**src/rtl/dmairq_pkg.sv**
```systemverilog
package dmairq_pkg;

  localparam int unsigned WORD_W = 32;
  localparam int unsigned HI_OFS = 16;

  typedef enum logic [1:0] {
    OP_WRITE  = 2'd0,
    OP_SET    = 2'd1,
    OP_CLEAR  = 2'd2,
    OP_TOGGLE = 2'd3
  } alias_op_e;

  typedef enum logic [1:0] {
    W_MAIN  = 2'd0,
    W_DONE  = 2'd1,
    W_ERR   = 2'd2,
    W_CHCTL = 2'd3
  } word_sel_e;

  // Applies one software access to a word; only bits in wmask may move.
  function automatic logic [WORD_W-1:0] alias_apply(
      input logic [WORD_W-1:0] cur,
      input alias_op_e         op,
      input logic [WORD_W-1:0] val,
      input logic [WORD_W-1:0] wmask);
    logic [WORD_W-1:0] r;
    case (op)
      OP_WRITE: r = val;
      OP_SET:   r = cur | val;
      OP_CLEAR: r = cur & ~val;
      default:  r = cur ^ val;
    endcase
    return (r & wmask) | (cur & ~wmask);
  endfunction

  // Interrupt of one channel from its three contributing bits.
  function automatic logic irq_bit(input logic done_flag, input logic done_en,
                                   input logic err_flag);
    return (done_flag & done_en) | err_flag;
  endfunction

endpackage

```
**src/rtl/dmairq_decode.sv**
```systemverilog
module dmairq_decode
  import dmairq_pkg::*;
#(
  parameter int unsigned AW = 8
) (
  input  logic          bus_sel,
  input  logic          bus_wr,
  input  logic [AW-1:0] bus_addr,
  output logic [3:0]    wr_en,
  output alias_op_e     op,
  output word_sel_e     rd_sel,
  output logic          rd_valid
);

  localparam int unsigned WSEL_LO = 4;
  localparam int unsigned OP_LO   = 2;
  localparam int unsigned TOP_LO  = 6;

  logic in_range;

  assign in_range = (bus_addr >> TOP_LO) == '0;
  assign op       = alias_op_e'(bus_addr[OP_LO +: 2]);
  assign rd_sel   = word_sel_e'(bus_addr[WSEL_LO +: 2]);
  assign rd_valid = in_range;

  for (genvar w = 0; w < 4; w++) begin : g_wen
    assign wr_en[w] = bus_sel & bus_wr & in_range &
                      (bus_addr[WSEL_LO +: 2] == 2'(w));
  end

endmodule

```
**src/rtl/dmairq_alias_reg.sv**
```systemverilog
module dmairq_alias_reg
  import dmairq_pkg::*;
#(
  parameter logic [WORD_W-1:0] RESET_VAL = '0,
  parameter logic [WORD_W-1:0] WMASK     = '1,
  parameter logic [WORD_W-1:0] SCLR_MASK = '0
) (
  input  logic              clk,
  input  logic              rst_n,
  input  logic              wr_en,
  input  alias_op_e         op,
  input  logic [WORD_W-1:0] wdata,
  input  logic [WORD_W-1:0] hw_mask,
  input  logic [WORD_W-1:0] hw_val,
  output logic [WORD_W-1:0] q
);

  logic [WORD_W-1:0] base;
  logic [WORD_W-1:0] sw_next;
  logic [WORD_W-1:0] nxt;

  always_comb begin
    // self-clearing bits drop after one cycle, before software is applied
    base    = q & ~SCLR_MASK;
    sw_next = wr_en ? alias_apply(base, op, wdata, WMASK) : base;
    // hardware updates are applied last so they take precedence
    nxt     = (sw_next & ~hw_mask) | (hw_val & hw_mask);
  end

  always_ff @(posedge clk or negedge rst_n) begin
    if (!rst_n) q <= RESET_VAL;
    else        q <= nxt;
  end

endmodule

```
**src/rtl/dmairq_irq_merge.sv**
```systemverilog
module dmairq_irq_merge
  import dmairq_pkg::*;
#(
  parameter int unsigned NCH = 16
) (
  input  logic [WORD_W-1:0] done_q,
  input  logic [WORD_W-1:0] err_q,
  output logic [NCH-1:0]    irq
);

  for (genvar n = 0; n < NCH; n++) begin : g_ch
    assign irq[n] = irq_bit(done_q[n], done_q[HI_OFS+n], err_q[n]);
  end

endmodule

```
**src/rtl/dmairq_regs.sv**
```systemverilog
module dmairq_regs
  import dmairq_pkg::*;
#(
  parameter int unsigned NCH = 16,
  parameter int unsigned AW  = 8
) (
  input  logic             clk,
  input  logic             rst_n,
  input  logic             bus_sel,
  input  logic             bus_wr,
  input  logic [AW-1:0]    bus_addr,
  input  logic [31:0]      bus_wdata,
  output logic [31:0]      bus_rdata,
  input  logic [NCH-1:0]   done_evt,
  input  logic [NCH-1:0]   err_evt,
  input  logic [NCH-1:0]   err_is_bus,
  output logic [NCH-1:0]   irq_o,
  output logic [NCH-1:0]   chan_reset_o,
  output logic [NCH-1:0]   chan_freeze_o,
  output logic             burst_en_o,
  output logic             burst8_en_o
);

  localparam int unsigned BURST_BIT  = 28;
  localparam int unsigned BURST8_BIT = 29;
  localparam logic [WORD_W-1:0] LOW_MASK   = WORD_W'((64'd1 << NCH) - 64'd1);
  localparam logic [WORD_W-1:0] HIGH_MASK  = LOW_MASK << HI_OFS;
  localparam logic [WORD_W-1:0] MAIN_BITS  =
      (WORD_W'(1) << BURST_BIT) | (WORD_W'(1) << BURST8_BIT);

  logic [3:0]        wr_en;
  alias_op_e         op;
  word_sel_e         rd_sel;
  logic              rd_valid;

  logic [WORD_W-1:0] main_q;
  logic [WORD_W-1:0] done_q;
  logic [WORD_W-1:0] err_q;
  logic [WORD_W-1:0] chctl_q;

  logic [WORD_W-1:0] done_ev_w;
  logic [WORD_W-1:0] err_ev_w;
  logic [WORD_W-1:0] err_bus_w;
  logic [WORD_W-1:0] done_hw_mask;
  logic [WORD_W-1:0] err_hw_mask;
  logic [WORD_W-1:0] err_hw_val;

  // named write strobes, used by the checker
  logic wr_main;
  logic wr_chctl;

  assign done_ev_w    = WORD_W'(done_evt);
  assign err_ev_w     = WORD_W'(err_evt);
  assign err_bus_w    = WORD_W'(err_evt & err_is_bus);
  assign done_hw_mask = done_ev_w;
  assign err_hw_mask  = err_ev_w | (err_ev_w << HI_OFS);
  assign err_hw_val   = err_ev_w | (err_bus_w << HI_OFS);
  assign wr_main      = wr_en[W_MAIN];
  assign wr_chctl     = wr_en[W_CHCTL];

  dmairq_decode #(.AW(AW)) u_dec (
    .bus_sel  (bus_sel),
    .bus_wr   (bus_wr),
    .bus_addr (bus_addr),
    .wr_en    (wr_en),
    .op       (op),
    .rd_sel   (rd_sel),
    .rd_valid (rd_valid)
  );

  dmairq_alias_reg #(
    .RESET_VAL (MAIN_BITS),
    .WMASK     (MAIN_BITS),
    .SCLR_MASK ('0)
  ) u_main (
    .clk (clk), .rst_n (rst_n), .wr_en (wr_en[W_MAIN]), .op (op),
    .wdata (bus_wdata), .hw_mask ('0), .hw_val ('0), .q (main_q)
  );

  dmairq_alias_reg #(
    .RESET_VAL ('0),
    .WMASK     (LOW_MASK | HIGH_MASK),
    .SCLR_MASK ('0)
  ) u_done (
    .clk (clk), .rst_n (rst_n), .wr_en (wr_en[W_DONE]), .op (op),
    .wdata (bus_wdata), .hw_mask (done_hw_mask), .hw_val (done_hw_mask),
    .q (done_q)
  );

  dmairq_alias_reg #(
    .RESET_VAL ('0),
    .WMASK     (LOW_MASK),
    .SCLR_MASK ('0)
  ) u_err (
    .clk (clk), .rst_n (rst_n), .wr_en (wr_en[W_ERR]), .op (op),
    .wdata (bus_wdata), .hw_mask (err_hw_mask), .hw_val (err_hw_val),
    .q (err_q)
  );

  dmairq_alias_reg #(
    .RESET_VAL ('0),
    .WMASK     (LOW_MASK | HIGH_MASK),
    .SCLR_MASK (HIGH_MASK)
  ) u_chctl (
    .clk (clk), .rst_n (rst_n), .wr_en (wr_en[W_CHCTL]), .op (op),
    .wdata (bus_wdata), .hw_mask ('0), .hw_val ('0), .q (chctl_q)
  );

  dmairq_irq_merge #(.NCH(NCH)) u_irq (
    .done_q (done_q),
    .err_q  (err_q),
    .irq    (irq_o)
  );

  always_comb begin
    bus_rdata = '0;
    if (rd_valid) begin
      case (rd_sel)
        W_MAIN:  bus_rdata = main_q;
        W_DONE:  bus_rdata = done_q;
        W_ERR:   bus_rdata = err_q;
        default: bus_rdata = chctl_q;
      endcase
    end
  end

  assign chan_reset_o  = chctl_q[HI_OFS +: NCH];
  assign chan_freeze_o = chctl_q[0 +: NCH];
  assign burst_en_o    = main_q[BURST_BIT];
  assign burst8_en_o   = main_q[BURST8_BIT];

endmodule

```
**config.mk**
```make
export PLATFORM = sky130hd
export DESIGN_NAME = dmairq_regs
export DESIGN_NICKNAME = d
export VERILOG_FILES = /design/src/rtl/dmairq_pkg.sv /design/src/rtl/dmairq_decode.sv /design/src/rtl/dmairq_alias_reg.sv /design/src/rtl/dmairq_irq_merge.sv /design/src/rtl/dmairq_regs.sv
export SDC_FILE = /design/constraint.sdc
export NUM_CORES = 1
export LEC_CHECK = 0
export BUFFER_PORTS_ARGS = -buffer_cell sky130_fd_sc_hd__buf_2
export CORE_ASPECT_RATIO = 1.1
export CORE_MARGIN = 5
export CORE_UTILIZATION = 35
export CTS_CLUSTER_SIZE = 20
export DETAILED_ROUTE_END_ITERATION = 6
export SYNTH_ARGS = -nofsm -noshare
export SYNTH_HDL_FRONTEND = slang
export SYNTH_SLANG_ARGS = --single-unit
```
**constraint.sdc**
```tcl
create_clock -name clk -period 4.05 [get_ports clk]
set_input_delay 0.2025 -clock clk [delete_from_list [all_inputs] [get_ports clk]]
set_output_delay 0.2025 -clock clk [all_outputs]
set_load 0.05 [all_outputs]
```
==> run summary, run 1 <==
Clk Latency, worst-skew pair -> 0.35 ns
Endpoints failing hold -> 0
Fin util -> 0.411
Slew @ Worst Pin -> 1.00 ns
Yosys reg bits -> 98
Post-synth EDFFs -> 0
GRT Total Usage -> 0.173
Top-count cell post-synth -> inv_1
GRT overflow -> 0
Share of layout cells above drive strength 1 -> 0.349
Largest area contributor in the netlist -> dfrtp_1
Fin. max-slew vios -> 0
Worst EP required -> 3.85 ns
CTS buffer count -> 9
Crit-path slowest cell -> nor2b_4
First-pass GRT wire length -> 38.1 mm
Crit path buf inv count -> 3
Synthesized area per cell -> 11.1 µm²
Inst Count DP -> 1,236
Clock Skew -> 0 ns
Setup ws final -> 1.44 ns
Achievable Freq -> 0.383 GHz
Drt drc -> 0
TNS Setup -> 0 ns
Die X -> 161 µm
Worst Setup End Kind -> output port
Final period util -> 0.645
Placeable Area -> 24,500 µm²
Placer Congestion -> 0.742
Crit path top cell by count -> buf_2
Setup crit start kind -> input pin
Via/cell ratio -> 5.22
Crit-path cells -> buf_2, nor2b_4, buf_4, a22oi_1, nor2_1, buf_2
Sw Ratio -> 0.357
Status -> finished, final reports clean
Crit path depth -> 6
Antenna violations before repair -> 4
Syn Nets -> 1,012
Switch Pwr -> 1.07 mW
CTS sink cnt -> 98
Die area -> 28,200 µm²
Hpwl dp -> 16.6 mm
Synth top area share -> 0.275
Post-CTS sizing -> 0
Most used routing layer -> met2
Critical setup path kind -> input pin to output port
Wirelength per Cell -> 19.2 µm
Dpl ws -> 1.32 ns
Arrival time at the worst endpoint -> 2.41 ns
Internal cell power -> 1.93 mW
Worst min-delay path category -> input pin to flip-flop
Leakage -> 5.01 nW
Vias -> 6,546
WHS Path Cells -> 2
Max_slew headroom -> 0.331
Share of flip-flops with an asynchronous set or reset -> 1.00
Max VDD drop -> 0.157 mV
Post-synth top flop -> dfrtp_1
Die H -> 176 µm
Row Count -> 60
Area delta synth->final -> 15.6%
Filler Cell Count -> 2,415
Root buf cell -> clkbuf_16
Post-route non-filler standard cell count -> 1,253
First-pass DRT Iterations -> 4
Largest net degree at the start of global routing -> 50
Area contributors post-synth -> dfrtp_1 (28%), ha_1 (19%), mux4_2 (12%), mux2_2 (9.9%), inv_1 (7.1%)
Final WL -> 24.1 mm
Max stage delay on crit path -> 0.79 ns
Max-Cap Viols -> 0
Vias in the first global route -> 6,792
Initial DRC Count -> 247
CTS clk-pin slew, worst paths -> 0.07 ns
Pwr Density -> 298 nW/µm²
Clock power share -> 0.275
Port-buffer cells -> 171
CTS HTree Levels -> 3
Longest Clk Path Bufs -> 2
Final instance area -> 10,100 µm²
Mapped Cells -> 788
RSZ-0062 raised after global routing -> false
Power Total -> 3.00 mW
Met2 usage -> 0.295
Met1 Use GR -> 0.225
Setup Buffers After CTS -> 0
Critical Path Fanout Max -> 22
Met3 GRT Util -> 0.0404
Top delay family on crit path -> buffers and inverters
Logic pwr share -> 0.329
Commonest cells post-synth -> inv_1 (165), ha_1 (132), dfrtp_1 (96), mux2_2 (77), nor2_1 (62)
Mapped cell area -> 8730 µm²
Tmin final -> 2.61 ns
I/O Pins -> 174
Minimum hold slack -> 0.0770 ns
DP Area -> 9810 µm²
Nets@finish -> 1,162
Final Setup Violations -> 0
Sequential share of power -> 0.396
Post-route ant nets -> 0
Count of cell types in the netlist -> 30
Register area share after synthesis -> 0.281
Yosys warns -> 0
Starting density of the core -> 0.356
Worst r2r path cells -> 4
CTS tree -> yes
kinds of logic after synthesis:
group | share of synthesized area
multiplexers | 0.288
adder cells (fa/ha/maj) | 0.189
AND/OR/NAND/NOR | 0.0490
AO/OA/AOI/OAI | 0.0913
flip-flops | 0.281
buffers and inverters | 0.101
per-layer routing:
layer,vias to the layer above,share of wire
li1,3060,-
met1,3308,0.45
met2,145,0.48
met3,27,0.054
met4,6,0.013
met5,-,0.0014
power groups by stage:
stage               combinational, mW  sequential, mW  clock [mW]
global placement                0.962            1.21           0
finish                          0.986            1.19       0.825
floorplan                       0.580            1.32           0
CTS                              1.00            1.19       0.864
detailed placement              0.998            1.21           0
global route                     1.10            1.21       0.896
area by class of cell:
| class | instances | area (µm²) | share of cell area |
|---|---|---|---|
| clock inverter | 3 | 17.5 | 0.00174 |
| inverter | 165 | 619 | 0.0614 |
| timing repair buffer | 184 | 961 | 0.0953 |
| multi-input combinational | 480 | 5400 | 0.535 |
| tap | 310 | 388 | 0.0385 |
| antenna | 2 | 5.00 | 0.000496 |
| clock buffer | 11 | 243 | 0.0241 |
| sequential | 98 | 2450 | 0.243 |
cells in the final DEF, fill, tap and decap left out, drive strengths merged, types with 2 or more instances in the layout:
master and instances:
a22oi 30, and2 16, buf 183, clkbuf 11
clkinv 2, dfrtp 96, dfstp 2, diode 2
ha 132, inv 165, mux2 80, mux4 68
nand2b 2, nor2 62, nor2b 3, o21ai 48
o31a 16, o41a 16, or2 2
registers in the layout (all words and copies together), names as in the netlist:
register and flops:
u_chctl.q 32, u_done.q 32, u_err.q 32, u_main.q 2
timing repair:
action,4_1_cts,5_1_grt
endpoints found under the hold margin,36,0
hold buffers,1,0
endpoints found under the setup margin,0,0
final timing paths:
path / start / to / slack [ns]
worst min-delay path: err_is_bus[3] / u_err.q[19] / 0.08
worst max-delay path: bus_addr[5] / bus_rdata[4] / 1.44
worst min register to register: u_err.q[27] / u_err.q[27] / 0.51
min in group asynchronous: rst_n / u_done.q[23] / 0.38
max in group asynchronous: rst_n / u_done.q[5] / 2.75
worst max register to register: u_main.q[28] / u_main.q[28] / 2.34
(Power assumes the default switching activity.)
==> inputs of run 2 (changes only) <==
--- a/config.mk
+++ b/config.mk
@@ -5,6 +5,7 @@
 export SDC_FILE = /design/constraint.sdc
 export NUM_CORES = 1
 export LEC_CHECK = 0
+export ABC_AREA = 1
 export BUFFER_PORTS_ARGS = -buffer_cell sky130_fd_sc_hd__buf_2
 export CORE_ASPECT_RATIO = 1.1
 export CORE_MARGIN = 5
==> constraint.sdc (replaced) <==
create_clock -name clk -period 2.6 [get_ports clk]
set_input_delay 0.13 -clock clk [delete_from_list [all_inputs] [get_ports clk]]
set_output_delay 0.13 -clock clk [all_outputs]
set_load 0.05 [all_outputs]
==> run summary, run 2 <==
Top-count cell post-synth -> nand2_1
Fin util -> 0.433 (+0.0217)
Pwr Density -> 453 nW/µm² (+52%)
CTS HTree Levels -> 3 (unchanged)
Count of cell types in the netlist -> 21 (-30%)
Nets@finish -> 1,684 (+45%)
Post-synth EDFFs -> 0 (unchanged)
Drt drc -> 0 (unchanged)
Critical Path Fanout Max -> 13 (-41%)
Largest net degree at the start of global routing -> 67 (+34%)
Vias in the first global route -> 8,418 (+24%)
Dpl ws -> 0.818 ns (-0.507 ns)
Hpwl dp -> 20.2 mm (+22%)
Top sig layer -> met5
Max-Cap Viols -> 0 (unchanged)
Post-route ant nets -> 0 (unchanged)
Die area -> 27,900 µm² (-1.1%)
Largest area contributor in the netlist -> dfrtp_1
Mapped Cells -> 1,273 (+62%)
M1 wire length -> 13.0 mm (+19%)
Worst min-delay path category -> input pin to flip-flop
Worst EP required -> 2.47 ns (-1.38 ns)
Vias -> 8,580 (+31%)
Final period util -> 0.685
Yosys warns -> 0 (unchanged)
I/O Pins -> 174 (unchanged)
Longest Clk Path Bufs -> 2 (unchanged)
Die H -> 175 µm (-0.54%)
Endpoints failing hold -> 0 (unchanged)
Area contributors post-synth -> dfrtp_1 (28%), ha_1 (19%), nand2_1 (16%), nor2_1 (8.2%), inv_1 (7.8%)
WHS Path Cells -> 2 (unchanged)
Register area share after synthesis -> 0.285 (+0.00322)
Antenna violations before repair -> 3 (-1)
Tmin final -> 1.78 ns
CTS clk-pin slew, worst paths -> 0.08 ns (about the same)
Slew @ Worst Pin -> 0.875 ns (-0.128 ns)
Area delta synth->final -> 22.3%
TNS Setup -> 0 ns (unchanged)
CTS buffer count -> 9 (unchanged)
Max VDD drop -> 0.247 mV (+57%)
Critical setup path kind -> input pin to output port
Filler Cell Count -> 2,551 (+5.6%)
Syn Nets -> 1,497 (+48%)
Port-buffer cells -> 171 (unchanged)
Setup ws final -> 0.819 ns (-0.620 ns)
Status -> finished, final reports clean
Root buf cell -> clkbuf_16
Leakage -> 5.99 nW (+19%)
Power Total -> 4.79 mW (+59%)
RSZ-0062 raised after global routing -> false
Synth top area share -> 0.278 (+0.00315)
Placeable Area -> 24,400 µm² (-0.61%)
Final Setup Violations -> 0 (unchanged)
Regs by FF count -> u_chctl.q: 32 flops, u_done.q: 32 flops, u_err.q: 32 flops
First-pass GRT wire length -> 46.5 mm (+22%)
GRT overflow -> 0 (unchanged)
Clk Latency, worst-skew pair -> 0.35 ns (about the same)
Starting density of the core -> 0.354 (-0.00186)
Worst Setup End Kind -> output port
Commonest cells after routing, fill and taps aside -> nand2_1 (373), nor2_1 (188), inv_1 (180)
Final WL -> 29.0 mm (+20%)
Die X -> 160 µm (-0.53%)
Arrival time at the worst endpoint -> 1.65 ns (-0.76 ns)
Via/cell ratio -> 4.83 (-7.5%)
Post-CTS sizing -> 0 (unchanged)
CTS tree -> yes
Commonest non-fill, non-tap cell in the layout -> nand2_1
Share of layout cells above drive strength 1 -> 0.172 (-0.177)
Wirelength per Cell -> 16.3 µm (-15%)
Setup Buffers After CTS -> 0 (unchanged)
Share of flip-flops with an asynchronous set or reset -> 1.00 (unchanged)
Clock Skew -> 0 ns (unchanged)
Setup crit start kind -> input pin
Post-synth top flop -> dfrtp_1
Placer Congestion -> 0.851 (+15%)
Synthesized area per cell -> 6.78 µm² (-39%)
Row Count -> 60 (unchanged)
Achievable Freq -> 0.561 GHz
CTS sink cnt -> 98 (unchanged)
GRT Total Usage -> 0.208 (+0.0350)
Initial DRC Count -> 452 (+83%)
Yosys reg bits -> 98 (unchanged)
Metal2 WL -> 13.3 mm (+14%)
ANT cells -> 0 (-2)
First-pass DRT Iterations -> 5 (+1)
Commonest cells post-synth -> nand2_1 (374), nor2_1 (189), inv_1 (180), ha_1 (132), dfrtp_1 (96)
Mapped cell area -> 8630 µm² (-1.1%)
Max_slew headroom -> 0.417 (+0.0853)
Minimum hold slack -> 0.0133 ns (-0.0636 ns)
Fin. max-slew vios -> 0 (unchanged)
WL met3 -> 2.17 mm (+67%)
Hold buffers post-CTS -> 39 (+38)
Worst r2r path cells -> 6 (+2)
[run 2: layout make-up]
type / count / area (µm²) / area share
Clock buffer: 11 / 233 / 0.0221
Clock inverter: 5 / 103 / 0.00972
Tap cell: 310 / 388 / 0.0368
Sequential cell: 98 / 2450 / 0.233
Timing Repair Buffer: 236 / 1480 / 0.140
Multi-Input combinational cell: 930 / 5200 / 0.493
Inverter: 185 / 694 / 0.0658
[run 2: cell families after synthesis]
| family | count (synthesis) | synth area share |
|---|---|---|
| muxes | 15 | 0.0196 |
| DFF | 98 | 0.285 |
| adders and majority gates | 132 | 0.191 |
| AOI/OAI and AO/OA | 122 | 0.0795 |
| and+or+nand+nor | 661 | 0.310 |
| buffers and inverters | 245 | 0.115 |
[run 2: path summary, 6_finish.rpt]
| kind | slack, ns | from | to |
|---|---|---|---|
| hold / removal | 0.01 | err_is_bus[15] | u_err.q[31] |
| max in group asynchronous | 1.46 | rst_n | u_done.q[21] |
| setup reg to reg | 1.33 | u_done.q[22] | u_done.q[22] |
| setup / recovery | 0.82 | bus_addr[4] | bus_rdata[18] |
| min in group asynchronous | 0.35 | rst_n | u_done.q[15] |
| hold reg to reg | 0.51 | u_main.q[29] | u_main.q[29] |
[run 2: per-stage QoR]
stage / instance area [µm²] / instances
5_1_grt: 10600 / 1775
2_1_floorplan: 8630 / 1273
4_1_cts: 10600 / 1775
6_report: 10600 / 1775
3_3_place_gp: 9830 / 1720
3_5_place_dp: 9830 / 1720
[run 2: layer usage]
layer | GRT usage | vias up
met2 | 0.342 | 270
met3 | 0.0514 | 47
li1 | - | 4307
met4 | 0.0618 | 6
met5 | 0 | -
met1 | 0.271 | 3950
[run 2: report_power, final]
| part | leakage [nW] | switching (mW) | total [mW] | internal, mW |
|---|---|---|---|---|
| registers | 1.14 | 0.140 | 1.80 | 1.66 |
| clock network | 0.160 | 0.641 | 1.58 | 0.942 |
| logic | 4.69 | 0.952 | 1.41 | 0.455 |
[run 2: worst max-delay path: stages]
cell	delay, ns
buf_2	0.14
nand2_1	0.11
inv_2	0.33
buf_4	0.32
nand2_1	0.07
o211ai_1	0.12
nand2_1	0.10
inv_1	0.07
buf_2	0.25
